===== src/rtl/t0_pkg.sv =====
// Shared constants and the sequencing state type of the T=0 responder.
// Assumes 8-bit characters; command words pack CLA,INS,P1,P2 MSB first.
package t0_pkg;

    localparam logic [7:0]  ATR_FIRST = 8'h3B;
    localparam logic [7:0]  ATR_LAST  = 8'h00;
    localparam logic [7:0]  SW_OK_HI  = 8'h90;
    localparam logic [7:0]  SW_OK_LO  = 8'h00;
    localparam logic [7:0]  SW_BAD_HI = 8'h69;
    localparam logic [7:0]  SW_BAD_LO = 8'h86;
    localparam logic [31:0] CMD_WRITE = 32'h000C0000;
    localparam logic [31:0] CMD_READ  = 32'h000A0000;

    typedef enum logic [3:0] {
        ST_WAIT,   // answer-to-reset delay
        ST_ATR0,   // first answer-to-reset byte
        ST_ATR1,   // second answer-to-reset byte
        ST_HDR,    // collecting the five header bytes
        ST_PROC,   // procedure byte (INS echo)
        ST_WR,     // receiving write data
        ST_RD,     // sending store data
        ST_SW1,    // status word, high byte
        ST_SW2     // status word, low byte
    } t0_state_e;

endpackage


===== src/rtl/t0_atr_timer.sv =====
// Counts clock cycles after reset release and gives a single-cycle pulse
// in the cycle before the count reaches DELAY. Assumes DELAY >= 2.
// The count then saturates until the next reset.
module t0_atr_timer #(
    parameter int DELAY = 400
) (
    input  logic clk,
    input  logic rst_n,
    output logic expire
);
    localparam int CW = $clog2(DELAY + 1);

    logic [CW-1:0] cnt;

    // Advance the cycle count until it saturates at DELAY.
    always_ff @(posedge clk) begin
        if (!rst_n)
            cnt <= '0;
        else if (cnt != CW'(DELAY))
            cnt <= cnt + 1'b1;
    end

    assign expire = (cnt == CW'(DELAY - 1));
endmodule


===== src/rtl/t0_hdr_capture.sv =====
// Collects a five-byte T=0 header. The first four bytes are kept; the
// fifth (P3) is flagged through `last` so the caller can take it from
// the input. Decodes the kept bytes against the two known commands.
module t0_hdr_capture (
    input  logic       clk,
    input  logic       rst_n,
    input  logic       shift_en,
    input  logic [7:0] byte_in,
    output logic       last,
    output logic       cmd_wr,
    output logic       cmd_rd,
    output logic [7:0] ins
);
    import t0_pkg::*;

    logic [2:0] pos;
    logic [7:0] hb [4];

    // Store each header byte at its position; wrap after the fifth.
    always_ff @(posedge clk) begin
        if (!rst_n) begin
            pos <= '0;
            for (int i = 0; i < 4; i++) hb[i] <= '0;
        end else if (shift_en) begin
            if (pos == 3'd4) begin
                pos <= '0;
            end else begin
                hb[pos[1:0]] <= byte_in;
                pos          <= pos + 1'b1;
            end
        end
    end

    // Flag the P3 byte and decode the stored command word.
    always_comb begin
        last   = shift_en && (pos == 3'd4);
        cmd_wr = ({hb[0], hb[1], hb[2], hb[3]} == CMD_WRITE);
        cmd_rd = ({hb[0], hb[1], hb[2], hb[3]} == CMD_READ);
        ins    = hb[1];
    end
endmodule


===== src/rtl/t0_buffer_ram.sv =====
// Byte store with one synchronous write port and one combinational read
// port. Reset clears every location so unwritten reads are defined.
module t0_buffer_ram #(
    parameter int DEPTH = 256,
    parameter int W     = 8
) (
    input  logic                     clk,
    input  logic                     rst_n,
    input  logic                     we,
    input  logic [$clog2(DEPTH)-1:0] waddr,
    input  logic [W-1:0]             wdata,
    input  logic [$clog2(DEPTH)-1:0] raddr,
    output logic [W-1:0]             rdata
);
    logic [W-1:0] mem [DEPTH];

    // Clear on reset, otherwise write one location when enabled.
    always_ff @(posedge clk) begin
        if (!rst_n) begin
            for (int i = 0; i < DEPTH; i++) mem[i] <= '0;
        end else if (we) begin
            mem[waddr] <= wdata;
        end
    end

    assign rdata = mem[raddr];
endmodule


===== src/rtl/t0_card_engine.sv =====
// Card-side T=0 responder. Sends the answer-to-reset after a delay, then
// serves write-buffer and read-buffer commands from an internal store.
// Assumes the UART gives one rx_valid strobe per byte and takes a byte
// in any cycle where tx_ready and tx_req are both high.
module t0_card_engine #(
    parameter int ATR_DELAY = 400,
    parameter int DEPTH     = 256
) (
    input  logic       clk,
    input  logic       rst_n,
    input  logic       rx_valid,
    input  logic [7:0] rx_data,
    input  logic       tx_ready,
    output logic       tx_req,
    output logic [7:0] tx_data
);
    import t0_pkg::*;

    localparam int AW = $clog2(DEPTH);
    localparam int IW = AW + 1;

    t0_state_e     state;
    logic [IW-1:0] idx;
    logic [IW-1:0] len;
    logic          is_rd;
    logic          sw_bad;
    logic          tx_pend;
    logic          tx_go;
    logic          expire;
    logic          hdr_last, hdr_wr, hdr_rd;
    logic [7:0]    hdr_ins;
    logic [7:0]    rd_byte;
    logic          wr_en;

    t0_atr_timer #(.DELAY(ATR_DELAY)) u_timer (
        .clk(clk), .rst_n(rst_n), .expire(expire)
    );

    t0_hdr_capture u_hdr (
        .clk(clk), .rst_n(rst_n),
        .shift_en(state == ST_HDR && rx_valid), .byte_in(rx_data),
        .last(hdr_last), .cmd_wr(hdr_wr), .cmd_rd(hdr_rd), .ins(hdr_ins)
    );

    t0_buffer_ram #(.DEPTH(DEPTH), .W(8)) u_ram (
        .clk(clk), .rst_n(rst_n),
        .we(wr_en), .waddr(idx[AW-1:0]), .wdata(rx_data),
        .raddr(idx[AW-1:0]), .rdata(rd_byte)
    );

    // Handshake: a byte leaves only when the UART can take it.
    assign tx_pend = (state == ST_ATR0) || (state == ST_ATR1) || (state == ST_PROC) ||
                     (state == ST_RD)   || (state == ST_SW1)  || (state == ST_SW2);
    assign tx_go   = tx_pend && tx_ready;
    assign tx_req  = tx_go;
    assign wr_en   = (state == ST_WR) && rx_valid;

    // Select the byte offered in the current sending state.
    always_comb begin
        case (state)
            ST_ATR0: tx_data = ATR_FIRST;
            ST_ATR1: tx_data = ATR_LAST;
            ST_PROC: tx_data = hdr_ins;
            ST_RD:   tx_data = rd_byte;
            ST_SW1:  tx_data = sw_bad ? SW_BAD_HI : SW_OK_HI;
            ST_SW2:  tx_data = sw_bad ? SW_BAD_LO : SW_OK_LO;
            default: tx_data = 8'h00;
        endcase
    end

    // Sequence the exchange: delay, answer-to-reset, header, data, status.
    always_ff @(posedge clk) begin
        if (!rst_n) begin
            state  <= ST_WAIT;
            idx    <= '0;
            len    <= '0;
            is_rd  <= 1'b0;
            sw_bad <= 1'b0;
        end else begin
            case (state)
                ST_WAIT: if (expire) state <= ST_ATR0;
                ST_ATR0: if (tx_go) state <= ST_ATR1;
                ST_ATR1: if (tx_go) state <= ST_HDR;
                ST_HDR: if (hdr_last) begin
                    idx    <= '0;
                    is_rd  <= hdr_rd;
                    sw_bad <= !(hdr_wr || hdr_rd);
                    // Write keeps raw P3 (0 = none); read maps 0 to full depth.
                    if (hdr_rd && rx_data == 8'h00) len <= IW'(DEPTH);
                    else                            len <= IW'(rx_data);
                    state  <= (hdr_wr || hdr_rd) ? ST_PROC : ST_SW1;
                end
                ST_PROC: if (tx_go) begin
                    if (is_rd)              state <= ST_RD;
                    else if (len == '0)     state <= ST_SW1;
                    else                    state <= ST_WR;
                end
                ST_WR: if (rx_valid) begin
                    idx <= idx + 1'b1;
                    if (idx + 1'b1 == len) state <= ST_SW1;
                end
                ST_RD: if (tx_go) begin
                    idx <= idx + 1'b1;
                    if (idx + 1'b1 == len) state <= ST_SW1;
                end
                ST_SW1: if (tx_go) state <= ST_SW2;
                ST_SW2: if (tx_go) state <= ST_HDR;
                default: state <= ST_WAIT;
            endcase
        end
    end
endmodule


===== config.mk =====
export PLATFORM = sky130hd
export DESIGN_NAME = t0_card_engine
export DESIGN_NICKNAME = d
export VERILOG_FILES = /design/src/rtl/t0_pkg.sv /design/src/rtl/t0_atr_timer.sv /design/src/rtl/t0_hdr_capture.sv /design/src/rtl/t0_buffer_ram.sv /design/src/rtl/t0_card_engine.sv
export SDC_FILE = /design/constraint.sdc
export NUM_CORES = 2
export LEC_CHECK = 0
export BUFFER_PORTS_ARGS = -buffer_cell sky130_fd_sc_hd__buf_2
export CORE_ASPECT_RATIO = 0.8
export CORE_UTILIZATION = 63
export CTS_BUF_LIST = sky130_fd_sc_hd__clkbuf_4
export DETAILED_ROUTE_END_ITERATION = 6
export PLACE_DENSITY = 0.75
export SYNTH_ARGS = -nofsm -noshare
export SYNTH_HDL_FRONTEND = slang
export SYNTH_SLANG_ARGS = --single-unit

===== constraint.sdc =====
create_clock -name clk -period 8.3 [get_ports clk]
set_input_delay 1.245 -clock clk [delete_from_list [all_inputs] [get_ports clk]]
set_output_delay 1.245 -clock clk [all_outputs]
set_load 0.1 [all_outputs]

### Word-level counts from Yosys, hierarchy flattened

Memories as Yosys holds them, arrays and structs flattened. A register that Yosys moved wholly into a read port is not among the register bits.
Cells that the tools add are included.

* $add $sub $neg: 3
* equality and inequality tests: 22
* mux-type cells: 38
* reduce and logical (&&, ||, !) cells: 22

Operators by type and width (count)
* == test 32 x 20 -> 1 bit (second input constant): 2
* two-way mux 8 bit: 7
* one-hot mux 8 bit (5 select lines): 1
* two-way mux 4 bit: 9
* two-way mux 9 bit: 4
* one-hot mux 4 bit (8 select lines): 1
* one-hot mux 9 bit (3 select lines): 1
* adder 9 x 1 -> 9 bit (second input constant): 2
* == test 4 x 3 -> 1 bit (second input constant): 4
* OR reduction 8 bit: 2
* inequality test 2 bit (second input constant): 7
* two-way mux 1 bit: 10
* == test 9 bit: 1
* == test 9 bit (second input constant): 1
* zero test 9 bit: 1
* inequality test 9 bit (second input constant): 1
* == test 4 x 2 -> 1 bit (second input constant): 2
* zero test 8 bit: 1
* two-way mux 2 bit: 4
* AND reduction 8 bit: 1
* logical OR 1 bit: 6
* logical AND 1 bit: 5
* == test 4 x 1 -> 1 bit (second input constant): 1
* == test 4 bit (second input constant): 1
* other kinds (10): 10

* register bits: 36
* RAM bits: 2080
* input bits: 12
* output and inout port bits: 9
* word-level logic and storage cells: 94
* memories: 2

Memory list
* u_ram.mem: depth 256, width 8, read ports 1, clocked after Yosys merged registers in 1, wr ports 256, line t0_buffer_ram.sv:15 `logic [W-1:0] mem [DEPTH];`
* u_hdr.hb: depth 4, width 8, read ports 4, clocked after Yosys merged registers in 0, wr ports 4, line t0_hdr_capture.sv:17 `logic [7:0] hb [4];`

### Longest topological paths before layout

* word-level depth: 11
* depth in mapped cells: 13
* gate-level depth less buffers: 9

### Hierarchy

From an unflattened synthesis, not the netlist that was laid out.

* cells, all modules: 7071
* area, all modules: 99571.7 um2

Modules (own cells, without submodules)
* t0_buffer_ram: instances 1, cells an instance 6677, area each 95835.7 um2, sequential area each 61499.0 um2
* t0_card_engine: instances 1, cells an instance 234, area each 1775.5 um2, sequential area each 480.5 um2
* t0_hdr_capture: instances 1, cells an instance 109, area each 1493.9 um2, sequential area each 1021.0 um2
* t0_atr_timer: instances 1, cells an instance 51, area each 466.7 um2, sequential area each 180.2 um2

### Worst setup path before layout

Ideal clock, no wire load.

* path kind: flip-flop to output port
* start: register with a tool-made name
* end: output tx_data[0]
* arrival: 3.418 ns
* data required time: 7.055 ns
* setup slack: 3.637 ns
* stages on the path, launching flop included: 14
* path through: dfxtp_1 -> buf_6 -> buf_12 -> buf_12 -> buf_8 -> buf_6 -> buf_6 -> buf_6 -> mux2i_1 -> o22ai_1 -> nor3_1 -> o21ai_0 -> o2111ai_1 -> o221ai_1

RTL lines
* to (decl): line t0_card_engine.sv:15 `output logic [7:0] tx_data`

==> summary.md <==
| Metric | Value |
|---|---|
| Horiz. Die Dim | `446.3 um` |
| Violated checks | `capacitance limit` |
| Initial Util | `63.44%` |
| Clock-pin transition on the worst setup and hold timing paths | `0.08 ns` |
| Final setup vio count | `0` |
| Routed len/inst | `31.70 um` |
| Critical Path End Type | `output port` |
| Crit path max-delay family | `buffers and inverters` |
| Critical Path Most Common Cell | `buf_12` |
| Synth Area in Compound Gates | `4.195%` |
| Yosys cell types | `81` |
| Synth-to-Final Area Change | `7.448%` |
| Path type of the worst min-delay path | `in -> reg` |
| Syn_nets | `7178` |
| Synth Area in Adders | `0.1006%` |
| GP Congestion | `0.9603` |
| CP Class | `reg -> out` |
| R2R Setup Slk | `3.59 ns` |
| Crit path required time | `7.05 ns` |
| Fin Setup TNS | `0 ns` |
| First-pass DRT Iterations | `6` |
| Post CTS Setup Buffer Count | `0` |
| Standard-cell rows | `130` |
| Buf/Inv on CP | `4` |
| I/O pin total | `21` |
| CP max stage delay | `0.81 ns` |
| Core Area | `156800 um2` |
| Most common library cell in the layout ignoring fill and taps | `edfxtp_1` |
| CTS max path bufs | `4` |
| Post-synth EDFFs | `2080` |
| CTS H-tree depth | `6` |
| Antenna Nets Post-Route | `0` |
| GRT Total Usage | `37.56%` |
| Tcrit/Tclk final | `94.11%` |
| Fin crit period | `7.811 ns` |
| Post-Syn Instances | `7158` |
| CTS tree | `done` |
| Max Freq | `128.0 MHz` |
| TritonCTS buffer count | `546` |
| Dominant synthesized flop cell | `edfxtp_1` |
| Crit path DAT | `6.57 ns` |
| P per Cell Area | `208.5 nW/um2` |
| Max Slew Vio Count | `0` |
| First-pass GRT wire length | `432900 um` |
| Outcome | `complete, but fails checks` |
| Via density | `7.050` |
| Slowest-stage cell, CP | `o21ai_0` |
| Largest family of logic cells by synthesized area | `simple AND/OR/NAND/NOR gates` |
| CTS resizes | `0` |
| Synth Area in XOR/XNOR | `0.1673%` |
| Syn. warnings | `0` |
| Hpwl dp | `175900 um` |
| Global route overflow | `0` |
| Share of cells above drive strength 1 | `20.43%` |
| DR vias | `67.13k` |
| Syn Area/Cell | `13.90 um2` |
| Initial antenna violation count | `25` |
| Mapped Area | `99470 um2` |
| Iter 0 DRT Violations | `12.34k` |
| CP Launch Type | `register` |
| Sequential area share after synthesis | `63.68%` |
| Worst-path maximum fanout | `85` |
| Rel. slew slack | `0.3051%` |
| Clock Latency Late Sink | `1.46 ns` |
| # nets final | `7115` |
| Largest net degree at the start of global routing | `219` |
| Die area | `159500 um2` |
| Root buffer cell | `clkbuf_4` |
| Number of global-route vias before repair | `63.26k` |
| Leak Pwr | `0.04072 uW` |
| Total Wirelength | `301800 um` |
| Multiplexer share of the synthesized area | `11.55%` |
| Simple-gate share of the synthesized area | `16.31%` |
| CTS Sinks | `2124` |
| Number of buffers added on ports | `20` |
| Worst Max-Slew Pin Slew | `1.458 ns` |
| Asr flop ratio synth | `0%` |
| DRC | `0` |
| Die height | `357.4 um` |
| Hold Violations, Final | `0` |
| Cts hold-fix bufs | `0` |
| Final core utilization | `68.16%` |
| Max Cap Violations | `1` |
| RSZ-0062 raised after global routing | `no` |
| Most frequent cells in the layout | `edfxtp_1 (2080), and3_1 (1483), clkbuf_4 (775)` |
| Cell-by-cell trace of the critical path | `buf_12, inv_4, buf_12, nand2_1, o22ai_1, o21ai_0, nand4_1, nor4_1, a211o_1, buf_2` |
| Clock skew | `0.09452 ns` |
| Worst vdd ir | `202.5 uV` |
| Synth Register Bits | `2124` |
## cells in the mapped netlist (7+ instances only)
| cell | count | area share, % |
|---|---|---|
| clkbuf_2 | 10 | 0.050 |
| o22ai_1 | 96 | 0.60 |
| ha_1 | 8 | 0.10 |
| and2_1 | 603 | 3.8 |
| or3_1 | 13 | 0.082 |
| xnor2_1 | 12 | 0.11 |
| buf_6 | 47 | 0.53 |
| nand2_1 | 336 | 1.3 |
| a2111oi_0 | 18 | 0.16 |
| o221ai_1 | 59 | 0.52 |
| dfxtp_1 | 44 | 0.89 |
| nor2_1 | 170 | 0.64 |
| buf_8 | 10 | 0.15 |
| a211oi_1 | 22 | 0.17 |
| a31oi_1 | 9 | 0.057 |
| buf_4 | 22 | 0.17 |
| mux4_2 | 381 | 8.6 |
| and3_1 | 1487 | 9.4 |
| edfxtp_1 | 2080 | 63 |
| mux2i_1 | 274 | 2.8 |
| nand3_1 | 46 | 0.23 |
| buf_1 | 21 | 0.079 |
| mux2_2 | 15 | 0.17 |
| a22oi_1 | 51 | 0.38 |
| a221oi_1 | 10 | 0.088 |
| o21ai_0 | 242 | 1.2 |
| clkbuf_1 | 665 | 2.5 |
| o21ai_1 | 7 | 0.035 |
| buf_2 | 84 | 0.42 |
| nor4_1 | 24 | 0.15 |
| nor3_1 | 48 | 0.24 |
| xor2_1 | 7 | 0.062 |
| inv_1 | 11 | 0.042 |
| nor2b_1 | 12 | 0.075 |
| a21oi_1 | 94 | 0.47 |
| nand2b_1 | 12 | 0.075 |
| nand4_1 | 14 | 0.088 |
## cell families (layout without fill, tap and decap cells)
kind of cell / Yosys count / count (layout)
AND/OR/NAND/NOR: 2799 / 2799
flip-flops: 2124 / 2124
buffers and inverters: 873 / 1111
multiplexers: 670 / 670
AO/OA/AOI/OAI: 665 / 665
XOR/XNOR: 19 / 19
adder cells (fa/ha/maj): 8 / 8
other: 0 / 14
## per-layer routing
metal  share of wire, %  vias to the layer above  global-route usage [%]
li1                   -                    27390                       -
met1                 36                    32980                   53.89
met2                 43                     5875                   51.98
met3                 17                      866                   14.33
met4                4.1                       16                   14.86
met5              0.033                        -                       0
## worst reg2reg max path: stages (launching register included)
cell and delay, ns:
dfxtp_1 0.67, and2b_1 0.24, nand2_1 0.07, or3_4 0.60, nor3b_2 0.36, nand3_1 0.87
o21ai_0 1.49
## where the power goes
group / total (uW) / internal (uW) / switching (uW)
logic: 1040 / 267 / 774
registers: 12400 / 12300 / 179
clock network: 8810 / 4550 / 4260
## layout make-up
cell class                 count  area, um2
clock buffer                 775       5818
multi-input combinational   4161      32350
inverter                      12      47.55
clock inverter                74      545.5
fill                       10740      49920
timing repair buffer         250       2082
sequential                  2124      63360
tap                         2112       2643
antenna                       14      35.03
## stage by stage
step / worst slack, ns / cell area, um2 / std cells / power (uW) / hold slack [ns]
after global placement: 2.379 / 100500 / 8659 / 13620 / 0.4732
after detailed placement: 2.312 / 100500 / 8659 / 13660 / 0.4828
after CTS: 0.8597 / 106800 / 9508 / 22230 / 0.2428
final: 0.4887 / 106900 / 9522 / 22280 / 0.3120
after floorplan: 3.637 / 99470 / 7158 / 13170 / 0.4581
after global routing: 0.7087 / 106900 / 9519 / 22860 / 0.2714
## path summary, 6_finish.rpt
kind / start / to / cells past startpoint
worst max-delay path: register / tx_data[2] / 10
worst min-delay path: tx_ready / state[3] / 3
worst max register to register: state[2] / u_ram.mem[191][2] / 6
worst min register to register: len[2] / len[2] / 2
## state kept, by name, summed over array words and instances, names as in the netlist, named ones only
| signal | cells |
|---|---|
| u_hdr.pos | 3 |
| state | 4 |
| sw_bad | 1 |
| u_hdr.hb | 32 |
| idx | 9 |
| len | 9 |
| is_rd | 1 |
| u_timer.cnt | 9 |
| u_ram.mem | 2048 |
Note: power is estimated with default switching activity, not from simulation.
